<file path="src/rtl/telem_pkg.sv">
package telem_pkg;

    localparam logic [7:0]  SYNC_A   = 8'hEB;
    localparam logic [7:0]  SYNC_B   = 8'h90;
    localparam logic [15:0] CRC_SEED = 16'hFFFF;
    localparam logic [15:0] CRC_POLY = 16'h1021;

    typedef enum logic [2:0] {
        SQ_IDLE,
        SQ_SYNC_A,
        SQ_SYNC_B,
        SQ_BODY,
        SQ_SUM_HI,
        SQ_SUM_LO
    } seq_st_e;

    typedef enum logic [2:0] {
        LN_IDLE,
        LN_LEAD,
        LN_START,
        LN_DATA,
        LN_STOP,
        LN_TRAIL
    } line_st_e;

    typedef struct packed {
        logic [7:0] data;
        logic       last;
    } lane_byte_t;

    // One byte of CRC-16, most significant data bit first.
    function automatic logic [15:0] crc16_step(logic [15:0] c, logic [7:0] d);
        logic [15:0] r;
        r = c;
        for (int i = 7; i >= 0; i--) begin
            if (r[15] ^ d[i]) r = {r[14:0], 1'b0} ^ CRC_POLY;
            else              r = {r[14:0], 1'b0};
        end
        return r;
    endfunction

endpackage

</file>
<file path="src/rtl/tf_tick_gen.sv">
module tf_tick_gen #(
    parameter int PERIOD_CYC = 500000
) (
    input  logic clk,
    input  logic rst,
    output logic tick
);
    localparam int CW = (PERIOD_CYC > 1) ? $clog2(PERIOD_CYC) : 1;
    localparam logic [CW-1:0] LAST = CW'(PERIOD_CYC - 1);

    logic [CW-1:0] cnt;

    always_ff @(posedge clk) begin
        if (rst)              cnt <= '0;
        else if (cnt == LAST) cnt <= '0;
        else                  cnt <= cnt + 1'b1;
    end

    assign tick = (cnt == LAST);

    AST_TICK_WRAP: assert property (@(posedge clk) disable iff (rst)
        tick |=> (cnt == '0));

endmodule

</file>
<file path="src/rtl/tf_crc16.sv">
module tf_crc16
    import telem_pkg::*;
(
    input  logic        clk,
    input  logic        rst,
    input  logic        clear,
    input  logic        en,
    input  logic [7:0]  data,
    output logic [15:0] crc
);
    always_ff @(posedge clk) begin
        if (rst || clear) crc <= CRC_SEED;
        else if (en)      crc <= crc16_step(crc, data);
    end
endmodule

</file>
<file path="src/rtl/tf_line_tx.sv">
module tf_line_tx
    import telem_pkg::*;
#(
    parameter int DIV_W = 16
) (
    input  logic             clk,
    input  logic             rst,
    input  logic [DIV_W-1:0] div,
    input  lane_byte_t       nx,
    input  logic             nx_valid,
    output logic             nx_take,
    output logic             txd,
    output logic             drv_en,
    output logic             busy
);
    line_st_e         st;
    logic [DIV_W-1:0] cnt;
    logic [DIV_W-1:0] div_q;
    logic [2:0]       bitn;
    logic [7:0]       sh;
    logic             last_q;
    logic             tdone;

    assign tdone = (cnt == '0);

    always_comb begin
        nx_take = nx_valid && tdone &&
                  ((st == LN_LEAD) || ((st == LN_STOP) && !last_q));
    end

    always_ff @(posedge clk) begin
        if (rst) begin
            st     <= LN_IDLE;
            cnt    <= '0;
            div_q  <= '0;
            bitn   <= '0;
            sh     <= '0;
            last_q <= 1'b0;
        end else begin
            case (st)
                LN_IDLE: begin
                    if (nx_valid) begin
                        st    <= LN_LEAD;
                        div_q <= div;
                        cnt   <= div - DIV_W'(1);
                    end
                end
                LN_LEAD: begin
                    if (tdone) begin
                        st     <= LN_START;
                        cnt    <= div_q - DIV_W'(1);
                        sh     <= nx.data;
                        last_q <= nx.last;
                    end else cnt <= cnt - DIV_W'(1);
                end
                LN_START: begin
                    if (tdone) begin
                        st   <= LN_DATA;
                        bitn <= '0;
                        cnt  <= div_q - DIV_W'(1);
                    end else cnt <= cnt - DIV_W'(1);
                end
                LN_DATA: begin
                    if (tdone) begin
                        cnt <= div_q - DIV_W'(1);
                        if (bitn == 3'd7) st <= LN_STOP;
                        else begin
                            bitn <= bitn + 3'd1;
                            sh   <= {1'b0, sh[7:1]};
                        end
                    end else cnt <= cnt - DIV_W'(1);
                end
                LN_STOP: begin
                    if (tdone) begin
                        if (last_q) begin
                            st  <= LN_TRAIL;
                            cnt <= div_q - DIV_W'(1);
                        end else if (nx_valid) begin
                            st     <= LN_START;
                            cnt    <= div_q - DIV_W'(1);
                            sh     <= nx.data;
                            last_q <= nx.last;
                        end
                    end else cnt <= cnt - DIV_W'(1);
                end
                LN_TRAIL: begin
                    if (tdone) st <= LN_IDLE;
                    else       cnt <= cnt - DIV_W'(1);
                end
                default: st <= LN_IDLE;
            endcase
        end
    end

    always_comb begin
        case (st)
            LN_START: txd = 1'b0;
            LN_DATA:  txd = sh[0];
            default:  txd = 1'b1;
        endcase
    end

    assign drv_en = (st != LN_IDLE);
    assign busy   = drv_en;

    AST_IDLE_LINE_HIGH: assert property (@(posedge clk) disable iff (rst)
        !drv_en |-> txd);

    AST_NO_GAP: assert property (@(posedge clk) disable iff (rst)
        ((st == LN_STOP) && tdone && !last_q) |-> nx_valid);

endmodule

</file>
<file path="src/rtl/telem_framer.sv">
module telem_framer
    import telem_pkg::*;
#(
    parameter int ADDR_W     = 12,
    parameter int LEN_W      = 10,
    parameter int DIV_W      = 16,
    parameter int PERIOD_CYC = 500000,
    parameter int RST_LEN    = 72
) (
    input  logic              clk,
    input  logic              rst,
    input  logic [DIV_W-1:0]  baud_div,
    input  logic              host_load,
    input  logic [ADDR_W-1:0] host_base,
    input  logic [LEN_W-1:0]  host_len,
    input  logic              ovr_clr,
    output logic              mem_rd_en,
    output logic [ADDR_W-1:0] mem_rd_addr,
    input  logic [7:0]        mem_rd_data,
    output logic              txd,
    output logic              drv_en,
    output logic              overrun
);
    localparam logic [LEN_W-1:0] LEN_RST = LEN_W'(RST_LEN);

    logic [ADDR_W-1:0] base_r, base_f;
    logic [LEN_W-1:0]  len_r, len_f, idx;
    logic              tick, busy, start;
    logic              ser_busy, take;
    logic              rd_pend;
    logic              hold_v;
    lane_byte_t        hold;
    seq_st_e           sq;
    logic [15:0]       crc;

    // Host-visible frame description
    always_ff @(posedge clk) begin
        if (rst) begin
            base_r <= '0;
            len_r  <= LEN_RST;
        end else if (host_load) begin
            base_r <= host_base;
            len_r  <= host_len;
        end
    end

    tf_tick_gen #(.PERIOD_CYC(PERIOD_CYC)) u_tick (
        .clk (clk),
        .rst (rst),
        .tick(tick)
    );

    assign busy  = (sq != SQ_IDLE) || ser_busy;
    assign start = tick && !busy;

    always_ff @(posedge clk) begin
        if (rst)                overrun <= 1'b0;
        else if (tick && busy)  overrun <= 1'b1;
        else if (ovr_clr)       overrun <= 1'b0;
    end

    assign mem_rd_en   = (sq == SQ_BODY) && !hold_v && !rd_pend && (idx != len_f);
    assign mem_rd_addr = base_f + ADDR_W'(idx);

    tf_crc16 u_crc (
        .clk  (clk),
        .rst  (rst),
        .clear(start),
        .en   (rd_pend),
        .data (mem_rd_data),
        .crc  (crc)
    );

    // Fetch sequencer: keeps one byte queued ahead of the serializer
    always_ff @(posedge clk) begin
        if (rst) begin
            sq      <= SQ_IDLE;
            rd_pend <= 1'b0;
            hold_v  <= 1'b0;
            hold    <= '0;
            idx     <= '0;
            base_f  <= '0;
            len_f   <= '0;
        end else begin
            rd_pend <= mem_rd_en;
            if (take) hold_v <= 1'b0;
            case (sq)
                SQ_IDLE: begin
                    if (start) begin
                        sq     <= SQ_SYNC_A;
                        base_f <= base_r;
                        len_f  <= len_r;
                        idx    <= '0;
                    end
                end
                SQ_SYNC_A: begin
                    if (!hold_v) begin
                        hold   <= '{data: SYNC_A, last: 1'b0};
                        hold_v <= 1'b1;
                        sq     <= SQ_SYNC_B;
                    end
                end
                SQ_SYNC_B: begin
                    if (!hold_v) begin
                        hold   <= '{data: SYNC_B, last: 1'b0};
                        hold_v <= 1'b1;
                        sq     <= SQ_BODY;
                    end
                end
                SQ_BODY: begin
                    if (rd_pend) begin
                        hold   <= '{data: mem_rd_data, last: 1'b0};
                        hold_v <= 1'b1;
                        idx    <= idx + 1'b1;
                    end else if (idx == len_f) begin
                        sq <= SQ_SUM_HI;
                    end
                end
                SQ_SUM_HI: begin
                    if (!hold_v) begin
                        hold   <= '{data: crc[15:8], last: 1'b0};
                        hold_v <= 1'b1;
                        sq     <= SQ_SUM_LO;
                    end
                end
                SQ_SUM_LO: begin
                    if (!hold_v) begin
                        hold   <= '{data: crc[7:0], last: 1'b1};
                        hold_v <= 1'b1;
                        sq     <= SQ_IDLE;
                    end
                end
                default: sq <= SQ_IDLE;
            endcase
        end
    end

    tf_line_tx #(.DIV_W(DIV_W)) u_line (
        .clk     (clk),
        .rst     (rst),
        .div     (baud_div),
        .nx      (hold),
        .nx_valid(hold_v),
        .nx_take (take),
        .txd     (txd),
        .drv_en  (drv_en),
        .busy    (ser_busy)
    );

    AST_RD_SINGLE: assert property (@(posedge clk) disable iff (rst)
        mem_rd_en |=> !mem_rd_en);

    AST_IDLE_NO_FETCH: assert property (@(posedge clk) disable iff (rst)
        (sq == SQ_IDLE) |-> !mem_rd_en);

    AST_OVR_STICKY: assert property (@(posedge clk) disable iff (rst)
        (overrun && !ovr_clr) |=> overrun);

    AST_SKIP_TICK: assert property (@(posedge clk) disable iff (rst)
        (tick && busy) |=> (overrun && $stable(sq)));

    AST_CRC_FROZEN: assert property (@(posedge clk) disable iff (rst)
        ((sq == SQ_SUM_HI) || (sq == SQ_SUM_LO)) |-> !rd_pend);

endmodule

</file>
<file path="config.mk">
export PLATFORM = sky130hd
export DESIGN_NAME = telem_framer
export DESIGN_NICKNAME = d
export VERILOG_FILES = /design/src/rtl/telem_pkg.sv /design/src/rtl/tf_tick_gen.sv /design/src/rtl/tf_crc16.sv /design/src/rtl/tf_line_tx.sv /design/src/rtl/telem_framer.sv
export SDC_FILE = /design/constraint.sdc
export NUM_CORES = 1
export LEC_CHECK = 0
export CORE_AREA = 8 8 104 154
export DETAILED_ROUTE_END_ITERATION = 10
export DIE_AREA = 0 0 112 162
export PLACE_DENSITY = 0.8
export SLEW_MARGIN = 20
export SYNTH_ARGS = -nofsm -noshare
export SYNTH_HDL_FRONTEND = slang
export SYNTH_SLANG_ARGS = --single-unit
</file>
<file path="constraint.sdc">
create_clock -name clk -period 3.6 [get_ports clk]
set_input_delay 0.9 -clock clk [delete_from_list [all_inputs] [get_ports clk]]
set_output_delay 0.9 -clock clk [all_outputs]
set_load 0.05 [all_outputs]
</file>
== Word-level counts from Yosys, hierarchy flattened ==
Cells that the tools add are included.
Storage, ports and cells
  word-level logic and storage cells: 195
  output and inout port bits: 16
  bits in registers: 151
  bits of input ports: 50
Cells by class
  reduce and logical (&&, ||, !) cells: 40
  equal/unequal tests: 35
  mux-type cells: 78
  bitwise logic cells: 16
  $add $sub $neg: 7
Operators by type and width (count)
  16-bit 2-to-1 mux: 20
  13-bit 2-to-1 mux: 8
  16-bit case mux with 4 select lines: 1
  3-bit 2-to-1 mux: 18
  8-bit 2-to-1 mux: 6
  16-bit by 1-bit subtractor with 16-bit output, second input constant: 3
  9-bit 2-to-1 mux: 5
  9-bit case mux with 5 select lines: 1
  3-bit case mux with 6 select lines: 2
  3-bit inverter: 8
  8-bit case mux with 3 select lines: 1
  2-bit != test, second input constant: 11
  10-bit 2-to-1 mux: 2
  10-bit case mux with 2 select lines: 1
  19-bit by 1-bit adder with 19-bit output, second input constant: 1
  19-bit == test, second input constant: 1
  16-bit logical NOT: 1
  2-bit by 1-bit != test with 1-bit output, second input constant: 8
  3-bit == test, second input constant: 5
  7-bit AND reduction: 2
  12-bit by 10-bit adder with 12-bit output: 1
  3-bit by 2-bit == test with 1-bit output, second input constant: 4
  10-bit by 1-bit adder with 10-bit output, second input constant: 1
  10-bit == test: 1
  other kinds (25): 64

== Depth between registers and ports, before layout ==
  word-level depth: 32
  gate-level depth with buffers: 10
  mapped depth without buffers: 8

== Cells and area by module ==
A second synthesis with hierarchy kept.
Second synthesis, totals
  cells, all modules: 1029
  area, all modules: 8545.7 um2
Modules (own cells, without submodules)
  telem_framer: area an instance 3483.3 um2, cells each 415, seq. area each 1381.3 um2, instances 1
  tf_line_tx: area an instance 3275.6 um2, cells each 434, seq. area each 940.9 um2, instances 1
  tf_crc16: area an instance 900.9 um2, cells each 81, seq. area each 320.3 um2, instances 1
  tf_tick_gen: area an instance 885.8 um2, cells each 99, seq. area each 380.4 um2, instances 1

== Least setup slack after synthesis ==
OpenSTA, ideal clock, no wires.
  path kind: flip-flop to output port
  from: reg idx[0]
  to: out mem_rd_addr[8]
  cell stages (with the launch flop): 8
  path slack: 0.053 ns
  arrival time: 2.647 ns
  required time: 2.700 ns
  cells stage by stage: dfxtp_1 -> ha_1 -> fa_1 -> a21oi_1 -> o21ai_0 -> a2111oi_0 -> nor2_1 -> xnor2_1
On the way
  longest elaborated chain between the ends: 1
RTL lines
  start: declaration: line telem_framer.sv:27  | logic [LEN_W-1:0] len_r, len_f, idx;
  start signal: assignment: line telem_framer.sv:114  | idx <= idx + 1'b1;
  12-bit by 10-bit adder with 12-bit output: line telem_framer.sv:63  | assign mem_rd_addr = base_f + ADDR_W'(idx);
  end: declaration: line telem_framer.sv:18  | output logic [ADDR_W-1:0] mem_rd_addr,
No other way between the ends.

== Worst setup path in the final report ==
  from: reg base_f[0]
  to: out mem_rd_addr[10]
On the way
  longest elaborated chain between the ends: 1
RTL lines
  start: declaration: line telem_framer.sv:26  | logic [ADDR_W-1:0] base_r, base_f;
  start signal: assignment: line telem_framer.sv:91  | base_f <= base_r;
  12-bit by 10-bit adder with 12-bit output: line telem_framer.sv:63
No other way between the ends.

==> impl_metrics.py <==
metrics = {
    "logic_synthesis": {
        "ys_ff_latch": 151,
        "synth_cells": 1009,
        "yosys_warnings": 0,
        "yosysSeqAreaShare_pct": 37.9,
        "dominantRegCellSynth": "dfxtp_1",
        "synthArstFlopShare_pct": 0,
        "ys_types": 64,
        "syn_nets": 1078,
        "synth_edf_count": 0,
        "synthesis.area_um2": 7990,
        "avgSynthCellArea_um2": 7.92,
    },
    "layout": {
        "n_antenna_cell": 0,
        "fin_util_pct": 69.4,
        "nets": 1138,
        "syn2layout_area_growth_pct": 19.8,
        "final_layout_size_suffix_gt1_share_pct": 8.32,
        "layout_common_cells": "nand2_1 (154), dfxtp_1 (150), nor2_1 (107), a21oi_1 (100), clkdlybuf4s50_1 (54)",
        "layout_commonest_cell": "nand2_1",
        "fin_area_um2": 9570,
    },
    "timing": {
        "finalHoldViolCount": 0,
        "tightest_slew_ps": 942,
        "holdWs_ps": 457,
        "max_slew_margin_pct": 36.7,
        "setup_viol": 0,
        "clock_skew_ps": 7.89,
        "fin_ws_ps": 35.2,
        "slew_violations": 0,
        "rsz0062_at_grt": "yes",
        "fin_crit_ps": 3560,
        "finalCritPeriodShare_pct": 99.0,
        "fmax_mhz": 281,
    },
    "clocking": {
        "cts_tree": "yes",
        "cts.clk_slew.worst_paths_ps": 60,
        "hold_buffers": 0,
        "clock_sinks": 151,
        "cts_setup_buffers": 0,
        "cts_max_level": 4,
        "clk_path_buf_depth": 2,
        "cts_root_buffer": "clkbuf_16",
        "clk_latency_ps": 420,
        "numCtsBuffers": 17,
    },
    "setup_path": {
        "rrSetupSlack_ps": 600,
        "r2r-start": "u_tick.cnt[0]$_SDFF_PP0_",
        "max_stage_delay_ps": 410,
        "reg2regPathDepth": 7,
        "path_max_fanout": 2,
        "cp_cell_sequence": "ha_2 -> fa_2 -> a21oi_2 -> o21ai_2 -> a2111oi_4 -> o31ai_1 -> a21oi_1 -> xnor2_2 -> buf_12",
        "cp_top_family": "compound AO/OA/AOI/OAI gates",
        "timing.rr.end": "idx[7]$_SDFFE_PP0P_",
        "start_kind": "flip-flop",
        "criticalPathCategory": "flip-flop to output pin",
        "worst-path-buf-inv": 1,
        "cp_data_required_time_ps": 2700,
        "arrival_ps": 2660,
        "cp_slowest_cell": "fa_2",
        "cp-end-kind": "output pin",
    },
    "pwr": {
        "leakage_nw": 3.51,
        "p_int_mw": 3.22,
        "combPwrFrac_pct": 21.4,
        "peakVddDrop_v": 0.000487,
        "power.switching_mw": 1.37,
        "swShare_pct": 29.8,
        "power_density_nw_per_um2": 480,
        "clockPowerShare_pct": 39.9,
        "power_frac_seq_pct": 38.7,
    },
    "floorplan": {
        "dieArea_um2": 18100,
        "coreArea_um2": 13800,
        "rows": 53,
        "die_h_um": 162,
        "die_w_um": 112,
        "start_util_pct": 57.9,
        "pin_count": 66,
    },
    "detailed_routing": {
        "vias": 7416,
        "wl_per_cell_um": 16.2,
        "drc": 0,
        "drt_pass1_iterations": 7,
        "routed_via_density": 5.95,
        "wirelength_um": 20100,
        "detail-route-antenna-nets": 0,
        "drt_iter0_drc": 415,
    },
    "min_path": {
        "worst_hold_startpoint": "u_tick.cnt[0]$_SDFF_PP0_",
        "hold_depth": 1,
        "worstHoldEndpoint": "u_tick.cnt[0]$_SDFF_PP0_",
        "hp-class": "flip-flop to flip-flop",
    },
    "grt": {
        "grt_overflow": 0,
        "grt_pass1_vias": 7335,
        "grt_usage_pct": 22.2,
        "grt_max_degree": 44,
        "grt_pass1_wl_um": 33600,
        "antenna_found_initial": 0,
    },
    "placed_design": {
        "place_hpwl_um": 14200,
        "place_congestion": 0.883,
        "numPortBuffers": 65,
        "place_area_um2": 8910,
        "post-place-ws_ps": 184,
    },
    "status": {
        "status": "complete, no violations",
    },
    "job": {
        "maxCapViolations": 0,
    },
}
metrics by stage:
| stage | setup TNS (ps) | instances | total power, mW |
|---|---|---|---|
| final | 0 | 1247 | 4.59 |
| after global routing | -105 | 1247 | 4.80 |
| after CTS | -64.5 | 1247 | 4.60 |
| after detailed placement | 0 | 1215 | 2.77 |
| after global placement | 0 | 1215 | 2.76 |
| after floorplan | 0 | 1009 | 2.50 |
cell usage after synthesis, types with 3 or more instances:
master / n / area [um2]
a211oi_1: 9 / 67.6
a21boi_0: 7 / 52.6
a21oi_1: 101 / 505
a22oi_1: 5 / 37.5
a31oi_1: 3 / 18.8
a32oi_1: 3 / 26.3
and2_1: 5 / 31.3
and3_1: 5 / 31.3
and4_1: 4 / 35.0
buf_1: 4 / 15.0
clkbuf_1: 48 / 180
dfxtp_1: 151 / 3020
ha_1: 18 / 225
inv_1: 20 / 75.1
mux2i_1: 37 / 370
nand2_1: 154 / 578
nand2b_1: 7 / 43.8
nand3_1: 28 / 140
nand4_1: 19 / 119
nand4b_1: 3 / 26.3
nor2_1: 107 / 402
nor2b_1: 8 / 50.1
nor3_1: 22 / 110
nor3b_1: 5 / 37.5
nor4_1: 13 / 81.3
nor4b_1: 5 / 43.8
o21ai_0: 53 / 265
o21bai_1: 3 / 22.5
o221a_2: 3 / 33.8
o221ai_1: 7 / 61.3
o22ai_1: 9 / 56.3
o31ai_1: 5 / 37.5
o41ai_1: 3 / 26.3
or3_1: 6 / 37.5
xnor2_1: 54 / 473
xor2_1: 37 / 324
worst max path at each step:
| stage | from | to | slack, ps | depth (start not counted) |
|---|---|---|---|---|
| finish | base_f[0]$_SDFFE_PP0P_ | mem_rd_addr[10] | 40 | 9 |
| global route | base_f[0]$_SDFFE_PP0P_ | mem_rd_addr[10] | -110 | 9 |
| CTS | base_f[0]$_SDFFE_PP0P_ | mem_rd_addr[10] | -60 | 9 |
| detailed placement | baud_div[1] | u_line.cnt[15]$_SDFFE_PP0P_ | 180 | 7 |
| global placement | baud_div[1] | u_line.cnt[15]$_SDFFE_PP0P_ | 240 | 7 |
| floorplan | idx[0]$_SDFFE_PP0P_ | mem_rd_addr[8] | 50 | 7 |
area by class of cell:
cell class	instances	area (um2)
inverters	23	86.3
clock inverters	11	146
well taps	165	206
repair buffers	95	922
multi-input cells	781	4720
clock buffers	21	460
fillers	1131	4230
flip-flops and latches	151	3020
routing by layer:
layer / global-route usage [%] / vias to the layer above / share of wire (%)
li1: - / 3656 / -
met1: 23.7 / 3486 / 41
met2: 40.6 / 225 / 52
met3: 4.38 / 49 / 4.4
met4: 11.6 / 0 / 2.7
met5: 0 / - / 0
cell families (layout without fill, tap and decap cells):
group / Yosys count / after routing / synth area share, %
and+or+nand+nor: 402 / 402 / 23.3
AOI/OAI and AO/OA: 231 / 231 / 17.3
DFF: 151 / 151 / 37.9
xor gates and xnor gates: 91 / 91 / 9.98
buffers and inverters: 77 / 150 / 3.73
muxes: 38 / 38 / 4.78
adders and majority gates: 19 / 19 / 3.07
power groups by stage:
stage / sequential (mW) / combinational [mW] / clock [mW]
final: 1.78 / 0.984 / 1.83
after global routing: 1.78 / 1.09 / 1.93
after CTS: 1.78 / 0.971 / 1.86
after detailed placement: 1.81 / 0.961 / 0
after global placement: 1.81 / 0.954 / 0
after floorplan: 1.79 / 0.702 / 0
worst reg2reg max path: cells and delay by family, from the launching register on:
kind,cells,cell delay [ps]
flops,1,370
simple gates,4,1510
fa+ha+maj,1,210
compound gates,2,850
state kept, by name, indices dropped and copies added (netlist names):
| name | flops |
|---|---|
| u_tick.cnt | 19 |
| u_crc.crc | 16 |
| u_line.cnt | 16 |
| u_line.div_q | 16 |
| base_f | 12 |
| base_r | 12 |
| idx | 10 |
| len_f | 10 |
| len_r | 10 |
| hold | 9 |
| u_line.sh | 8 |
| sq | 3 |
| u_line.bitn | 3 |
| u_line.st | 3 |
| hold_v | 1 |
| overrun | 1 |
| rd_pend | 1 |
| u_line.last_q | 1 |
repair_timing:
action	in CTS	in global routing
pin swaps	0	6
setup endpoints to repair	5	6
gates resized for setup	4	10
Power figures use the tool's default switching activity.
